## src/rtl/gfpar_pkg.sv

```systemverilog
package gfpar_pkg;

  // Controller phases: waiting for a command, taking source bytes,
  // priming the buffer read for the drain, streaming the result out.
  typedef enum logic [1:0] {
    ST_IDLE  = 2'd0,
    ST_ACC   = 2'd1,
    ST_PRIME = 2'd2,
    ST_DRAIN = 2'd3
  } gp_state_e;

endpackage

```

## src/rtl/gfpar_gfmul.sv

```systemverilog
// Combinational GF(2^W) product, most significant multiplier bit first:
// each stage doubles the running value (shift, conditional reduction)
// and then adds the multiplicand when the current bit of b is set.
module gfpar_gfmul #(
  parameter int W = 8
) (
  input  logic [W-1:0] a,
  input  logic [W-1:0] b,
  input  logic [W-1:0] poly,
  output logic [W-1:0] y
);

  logic [W:0][W-1:0] stage;

  assign stage[0] = '0;

  for (genvar i = 0; i < W; i++) begin : g_step
    logic [W-1:0] dbl;
    assign dbl          = {stage[i][W-2:0], 1'b0} ^ (stage[i][W-1] ? poly : '0);
    assign stage[i+1]   = dbl ^ (b[W-1-i] ? a : '0);
  end

  assign y = stage[W];

endmodule

```

## src/rtl/gfpar_accbuf.sv

```systemverilog
// One-block accumulator: simple dual-port memory with a registered read,
// written in the shape that maps onto an FPGA block RAM.
module gfpar_accbuf #(
  parameter int DEPTH = 64,
  parameter int DW    = 16,
  parameter int AW    = $clog2(DEPTH)
) (
  input  logic          clk,
  input  logic          we,
  input  logic [AW-1:0] waddr,
  input  logic [DW-1:0] wdata,
  input  logic [AW-1:0] raddr,
  output logic [DW-1:0] rdata
);

  logic [DW-1:0] mem [DEPTH];

  always_ff @(posedge clk) begin
    if (we) mem[waddr] <= wdata;
    rdata <= mem[raddr];
  end

endmodule

```

## src/rtl/gfpar_ctrl.sv

```systemverilog
// Sequencer: command capture, source/byte counting, drain pointer and
// the buffer read address.
module gfpar_ctrl
  import gfpar_pkg::*;
#(
  parameter int BLK_LEN = 64,
  parameter int MAX_SRC = 16,
  parameter int W       = 8,
  parameter int AW      = $clog2(BLK_LEN),
  parameter int SW      = $clog2(MAX_SRC)
) (
  input  logic               clk,
  input  logic               rst,
  input  logic               cmd_valid,
  input  logic               cmd_dual,
  input  logic               cmd_cont,
  input  logic [SW-1:0]      cmd_nsrc_m1,
  input  logic [MAX_SRC*W-1:0] cmd_coef,
  input  logic               src_valid,
  input  logic               out_ready,
  output logic               cmd_ready,
  output logic               src_ready,
  output logic               out_valid,
  output logic               acc_fire,
  output logic [AW-1:0]      acc_addr,
  output logic [W-1:0]       acc_coef,
  output logic               acc_first,
  output logic               dual_mode,
  output logic [AW-1:0]      rd_addr
);

  localparam logic [AW-1:0] LAST_B = AW'(BLK_LEN - 1);

  gp_state_e      state;
  logic [AW-1:0]  bptr;
  logic [AW-1:0]  optr;
  logic [SW-1:0]  sidx;
  logic [SW-1:0]  nm1_r;
  logic           dual_r;
  logic           cont_r;
  logic           out_valid_r;
  logic           cmd_fire;
  logic           out_fire;
  logic [W-1:0]   coef_r [MAX_SRC];

  assign cmd_ready = (state == ST_IDLE);
  assign src_ready = (state == ST_ACC);
  assign out_valid = out_valid_r;
  assign cmd_fire  = cmd_valid && cmd_ready;
  assign acc_fire  = src_valid && src_ready;
  assign out_fire  = out_valid_r && out_ready;

  always_ff @(posedge clk) begin
    if (rst) begin
      state       <= ST_IDLE;
      bptr        <= '0;
      optr        <= '0;
      sidx        <= '0;
      nm1_r       <= '0;
      dual_r      <= 1'b0;
      cont_r      <= 1'b0;
      out_valid_r <= 1'b0;
    end else begin
      unique case (state)
        ST_IDLE: begin
          if (cmd_fire) begin
            nm1_r  <= cmd_nsrc_m1;
            dual_r <= cmd_dual;
            cont_r <= cmd_cont;
            bptr   <= '0;
            sidx   <= '0;
            state  <= ST_ACC;
          end
        end
        ST_ACC: begin
          if (acc_fire) begin
            if (bptr == LAST_B) begin
              bptr <= '0;
              if (sidx == nm1_r) state <= ST_PRIME;
              else               sidx  <= sidx + 1'b1;
            end else begin
              bptr <= bptr + 1'b1;
            end
          end
        end
        ST_PRIME: begin
          optr        <= '0;
          out_valid_r <= 1'b1;
          state       <= ST_DRAIN;
        end
        ST_DRAIN: begin
          if (out_fire) begin
            if (optr == LAST_B) begin
              out_valid_r <= 1'b0;
              state       <= ST_IDLE;
            end else begin
              optr <= optr + 1'b1;
            end
          end
        end
        default: state <= ST_IDLE;
      endcase
    end
  end

  // Coefficient table: plain data, loaded once per command.
  for (genvar g = 0; g < MAX_SRC; g++) begin : g_coef
    always_ff @(posedge clk) begin
      if (cmd_fire) coef_r[g] <= cmd_coef[g*W +: W];
    end
  end

  assign acc_addr  = bptr;
  assign acc_coef  = coef_r[sidx];
  assign acc_first = (sidx == '0) && !cont_r;
  assign dual_mode = dual_r;

  always_comb begin
    unique case (state)
      ST_ACC:   rd_addr = bptr;
      ST_DRAIN: rd_addr = (out_fire && (optr != LAST_B)) ? optr + 1'b1 : optr;
      default:  rd_addr = '0;
    endcase
  end

endmodule

```

## src/rtl/gfpar_engine.sv

```systemverilog
// Top: weighted GF(2^W) parity accumulation over a one-block buffer.
module gfpar_engine #(
  parameter int BLK_LEN = 64,
  parameter int MAX_SRC = 16,
  parameter int W       = 8,
  localparam int AW     = $clog2(BLK_LEN),
  localparam int SW     = $clog2(MAX_SRC)
) (
  input  logic                 clk,
  input  logic                 rst,
  input  logic [W-1:0]         cfg_poly,
  input  logic                 cmd_valid,
  output logic                 cmd_ready,
  input  logic                 cmd_dual,
  input  logic                 cmd_cont,
  input  logic [SW-1:0]        cmd_nsrc_m1,
  input  logic [MAX_SRC*W-1:0] cmd_coef,
  input  logic                 src_valid,
  output logic                 src_ready,
  input  logic [W-1:0]         src_data,
  output logic                 out_valid,
  input  logic                 out_ready,
  output logic [W-1:0]         out_p,
  output logic [W-1:0]         out_q
);

  localparam int DW = 2 * W;

  logic          acc_fire;
  logic [AW-1:0] acc_addr;
  logic [W-1:0]  acc_coef;
  logic          acc_first;
  logic          dual_mode;
  logic [AW-1:0] rd_addr;
  logic [W-1:0]  mult;

  logic          s1_v;
  logic          s1_first;
  logic [AW-1:0] s1_addr;
  logic [W-1:0]  s1_p;
  logic [W-1:0]  s1_q;

  logic [DW-1:0] rdata;
  logic [DW-1:0] base;
  logic [DW-1:0] wdata;

  gfpar_ctrl #(
    .BLK_LEN (BLK_LEN),
    .MAX_SRC (MAX_SRC),
    .W       (W),
    .AW      (AW),
    .SW      (SW)
  ) u_ctrl (
    .clk         (clk),
    .rst         (rst),
    .cmd_valid   (cmd_valid),
    .cmd_dual    (cmd_dual),
    .cmd_cont    (cmd_cont),
    .cmd_nsrc_m1 (cmd_nsrc_m1),
    .cmd_coef    (cmd_coef),
    .src_valid   (src_valid),
    .out_ready   (out_ready),
    .cmd_ready   (cmd_ready),
    .src_ready   (src_ready),
    .out_valid   (out_valid),
    .acc_fire    (acc_fire),
    .acc_addr    (acc_addr),
    .acc_coef    (acc_coef),
    .acc_first   (acc_first),
    .dual_mode   (dual_mode),
    .rd_addr     (rd_addr)
  );

  // One multiplier serves both lanes: the XOR lane never needs a product.
  gfpar_gfmul #(.W(W)) u_mul (
    .a    (src_data),
    .b    (acc_coef),
    .poly (cfg_poly),
    .y    (mult)
  );

  // Stage 1: products registered alongside the buffer read of the same byte.
  always_ff @(posedge clk) begin
    if (rst) s1_v <= 1'b0;
    else     s1_v <= acc_fire;
  end

  always_ff @(posedge clk) begin
    s1_addr  <= acc_addr;
    s1_first <= acc_first;
    s1_p     <= dual_mode ? src_data : mult;
    s1_q     <= dual_mode ? mult     : '0;
  end

  // Stage 2: read-modify-write. The first source of a fresh command
  // ignores the stale buffer word instead of needing a wipe pass.
  always_comb begin
    base  = s1_first ? '0 : rdata;
    wdata = {base[DW-1:W] ^ s1_p, dual_mode ? (base[W-1:0] ^ s1_q) : {W{1'b0}}};
  end

  gfpar_accbuf #(
    .DEPTH (BLK_LEN),
    .DW    (DW),
    .AW    (AW)
  ) u_buf (
    .clk   (clk),
    .we    (s1_v),
    .waddr (s1_addr),
    .wdata (wdata),
    .raddr (rd_addr),
    .rdata (rdata)
  );

  assign out_p = rdata[DW-1:W];
  assign out_q = rdata[W-1:0];

endmodule

```

## config.mk

```make
export PLATFORM = sky130hd
export DESIGN_NAME = gfpar_engine
export DESIGN_NICKNAME = d
export VERILOG_FILES = /design/src/rtl/gfpar_pkg.sv /design/src/rtl/gfpar_gfmul.sv /design/src/rtl/gfpar_accbuf.sv /design/src/rtl/gfpar_ctrl.sv /design/src/rtl/gfpar_engine.sv
export SDC_FILE = /design/constraint.sdc
export NUM_CORES = 2
export LEC_CHECK = 0
export CAP_MARGIN = 0
export CORE_AREA = 2 2 424 300
export DETAILED_ROUTE_END_ITERATION = 16
export DIE_AREA = 0 0 426 302
export DONT_BUFFER_PORTS = 1
export HOLD_SLACK_MARGIN = 0.1
export PLACE_DENSITY = 0.5
export SYNTH_ARGS = -nofsm -noshare
export SYNTH_HDL_FRONTEND = slang
export SYNTH_SLANG_ARGS = --single-unit
```

## constraint.sdc

```tcl
create_clock -name clk -period 4.9 [get_ports clk]
set_input_delay 0.245 -clock clk [delete_from_list [all_inputs] [get_ports clk]]
set_output_delay 0.245 -clock clk [all_outputs]
set_load 0.01 [all_outputs]
```

==> impl_metrics.csv <==
group,metric,value,unit
synthesis,synth_top_family_by_area,"multiplexers",
power_and_ir_drop,p_sw_frac,0.2710,
worst_setup_path,max_stage_delay,0.52,ns
worst_setup_path,crit_end,"s1_p[6]",
synthesis,synth_cell_types,76,
die,die_x,426,microns
die,io-pin-count,174,
worst_setup_path,crit_chain,"buf_4, mux2i_1, a22oi_1, nand3_1, a21bo_1, xor2_1, xnor2_1, xor2_4, mux2i_1, o221ai_1, a211oi_4, and4_2, o21ai_1, xnor3_1, mux2_2",
cells_and_area,final_nets,3140,
synthesis,synthFlopType,"edfxtp_1",
placement,gp_congestion,0.8203,
drt,drc,0,
synthesis,yosys.area_share.adder,0.002025,
global_routing,first_global_vias,26840,
synthesis,synthSimpleGateAreaFrac,0.05698,
synthesis,yosysMostFrequentCell,"edfxtp_1",
power_and_ir_drop,netSwitchingPower,7.508,mW
sta,relSlewSlack,0.2070,
drt,drt_wl_total,130700,microns
global_routing,overflow,0,
worst_setup_path,r2r_slack,0.28,ns
worst_setup_path,reg2regPathDepth,15,
drt,vias,26190,
power_and_ir_drop,p_per_area,480.0,nW/um^2
worst_hold_path,hp-class,"input port to flop",
synthesis,ys_seq_area_frac,0.7279,
cells_and_area,drive_gt1_frac,0.2176,
synthesis,synth_commonest_cells,"edfxtp_1 (1152), mux4_2 (275), nand2_1 (274)",
clock_tree,clockRootBuffer,"clkbuf_16",
drt,ant_nets,0,
worst_setup_path,timing.critical_path.mode_cell,"mux2i_1",
clock_tree,clock-sinks,1221,
synthesis,synth_area_leaders,"edfxtp_1 (70%), mux4_2 (13%), dfxtp_1 (2.8%), nand2_1 (2.1%), nor2_1 (1.4%)",
sta,whs,0.1384,ns
synthesis,synth.area.mux_share,0.1374,
clock_tree,htreeDepth,3,
sta,fmaxAchievable,216.7,MHz
synthesis,ys_ff_latch,1221,
power_and_ir_drop,clockPowerShare,0.326,
sta,final_hold_viol_count,0,
power_and_ir_drop,p_comb_frac,0.201,
clock_tree,clockBufferDepth,3,
clock_tree,clkLatencyLatePin,0.73,ns
placement,place_ws,-0.02567,ns
flow_run,maxCapViolations,0,
synthesis,synth_edf_count,1152,
global_routing,antenna_found_initial,5,
global_routing,grt_max_degree,82,
synthesis,synthDominantCellAreaShare,0.6999,
die,die_y,302,microns
cells_and_area,syn2layout_area_growth,16.79,%
power_and_ir_drop,p_leak,17.96,nW
synthesis,yosysWarnings,0,
synthesis,avgSynthCellArea,18.17,sq um
power_and_ir_drop,pwr-share-seq,0.473,
global_routing,grt_pass1_wl,189000,microns
drt,first_iter_violations,2723,
global_routing,grt_usage,0.2035,
die,core_area,124900,sq um
synthesis,syn-cell-area,49420,sq um
synthesis,netlist_instances,2720,
clock_tree,post_cts_buffers,0,
sta,worst_slack,0.2845,ns
synthesis,synth_xor_xnor_area_share,0.02645,
cells_and_area,finish.utilization,0.4621,
worst_setup_path,slowest_stage,"dfxtp_4",
drt,dr.pass1.iters,7,
sta,rsz0062_at_grt,"false",
worst_setup_path,start_kind,"flop",
sta,tightest_slew,1.188,ns
drt,via_per_inst,5.526,
die,start_util,0.3956,
clock_tree,cts_buffers,114,
synthesis,yosysTopAreaCell,"edfxtp_1",
synthesis,async_flop_share,0,
die,num_rows,109,
worst_setup_path,worst_setup_path_end_kind,"flop",
power_and_ir_drop,p_int,20.20,mW
synthesis,synth_compound_area_frac,0.03390,
worst_setup_path,cp.arrival,5.23,ns
placement,io_buffer_count,0,
clock_tree,cts_tree,"yes",
sta,finalSetupViolations,0,
drt,wire_per_inst,27.57,microns
power_and_ir_drop,ir_worst_vdd,382.9,uV
placement,hpwl,79720,microns
die,dieArea,128700,sq um
worst_setup_path,r2r-end,"s1_p[6]",
sta,post-route-period-util,0.9419,
run_status,outcome,"complete, no violations",
worst_setup_path,worstPathRequired,5.51,ns
clock_tree,clkTransAtPathRegs,0.06,ns
sta,drv_slew,0,
worst_setup_path,critPathKind,"flop to flop",
sta,fin_crit,4.616,ns
worst_setup_path,worstPathMaxFanout,15,
sta,clock-skew-final,0.03230,ns
synthesis,synth_nets,2883,
-- registers in the layout, indices dropped and copies added, names as in the netlist, named ones only --
name and cells:
u_ctrl.nm1_r 4, u_ctrl.coef_r 128, u_ctrl.optr 6, s1_v 1, u_ctrl.cont_r 1, u_ctrl.state 2, u_ctrl.sidx 4, u_ctrl.out_valid 1
u_buf.mem 1024, s1_first 1, u_ctrl.dual_mode 1, u_buf.rdata 16, s1_q 8, s1_p 8, s1_addr 6, u_ctrl.acc_addr 6
-- power groups by stage --
stage	Clock [mW]	Combinational (mW)	Sequential, mW
after global routing	9.60	6.02	13.1
after CTS	9.22	5.59	13.1
after global placement	0	5.22	13.3
final	9.02	5.58	13.1
after floorplan	0	3.75	13.3
after detailed placement	0	5.44	13.3
-- stage by stage --
| step | total power, mW | area (sq um) | std cells | TNS [ns] |
|---|---|---|---|---|
| after floorplan | 17.02 | 49420 | 2720 | 0 |
| after global placement | 18.54 | 52210 | 4361 | 0 |
| after detailed placement | 18.75 | 52210 | 4361 | -0.02567 |
| after CTS | 27.90 | 57670 | 4735 | 0 |
| after global routing | 28.74 | 57710 | 4736 | 0 |
| final | 27.71 | 57720 | 4739 | 0 |
-- worst max-delay path, delay by kind of cell (launching register included) --
kind | cells | cell delay [ns]
xor gates and xnor gates | 4 | 1.31
AOI/OAI and AO/OA | 5 | 1.16
muxes | 3 | 0.61
and+or+nand+nor | 2 | 0.60
DFF | 1 | 0.52
buffers and inverters | 1 | 0.30
-- cell usage in the layout (no fill, tap or decap), types with 21 or more instances in the layout --
cell and n:
and2_1 39, nor2_1 166, nor2_2 22, nand2_1 274
a211oi_1 54, clkinv_1 25, nand2b_1 21, edfxtp_1 1152
dfxtp_1 68, xnor2_1 63, clkbuf_16 117, nand3_1 51
buf_4 115, mux4_2 275, a311oi_1 21, xor2_1 28
o211ai_1 32, a31oi_1 40, mux2i_1 35, dlygate4sd3_1 165
-- cell type report --
| class | count | area [sq um] |
|---|---|---|
| Multi-Input combinational cell | 1327 | 12930 |
| Clock buffer | 142 | 3073 |
| Sequential cell | 1221 | 35980 |
| Clock inverter | 67 | 725.7 |
| Fill cell | 10670 | 67200 |
| Timing Repair Buffer | 297 | 2855 |
| Antenna cell | 4 | 10.01 |
| Tap cell | 1665 | 2083 |
| Inverter | 16 | 62.56 |
-- worst min path at each step --
stage | start | end | slack [ns] | depth (start not counted)
after floorplan | cmd_coef[0] | u_ctrl.coef_r[0][0] | 0.34 | 0
after global placement | rst | u_ctrl.nm1_r[1] | 0.32 | 1
after detailed placement | rst | u_ctrl.nm1_r[1] | 0.32 | 1
after CTS | cmd_coef[76] | u_ctrl.coef_r[9][4] | 0.10 | 1
after global routing | cmd_coef[84] | u_ctrl.coef_r[10][4] | 0.11 | 1
final | cfg_poly[3] | s1_q[5] | 0.14 | 4
-- routing by layer --
layer,track usage,up-vias,share of wire
met5,0,-,0.000099
met3,0.04811,167,0.070
met1,0.2964,13900,0.46
li1,-,11310,-
met4,0.05300,2,0.023
met2,0.3090,811,0.45
-- cells by family (layout without fill, tap and decap cells) --
kind of cell | Yosys count | count (layout)
mux | 325 | 325
buf+inv | 172 | 522
flops | 1221 | 1221
other cells | 0 | 4
xor+xnor | 120 | 120
compound gates | 231 | 231
simple gates | 643 | 643
fa+ha+maj | 8 | 8
-- what timing repair did --
action / 4_1_cts / 5_1_grt
setup endpoints to repair: 5 / 13
gates cloned: 0 / 0
endpoints found under the hold margin: 174 / 0
hold buffers: 165 / 0
gates resized for setup: 1 / 7
Note: power is estimated with default switching activity, not from simulation.
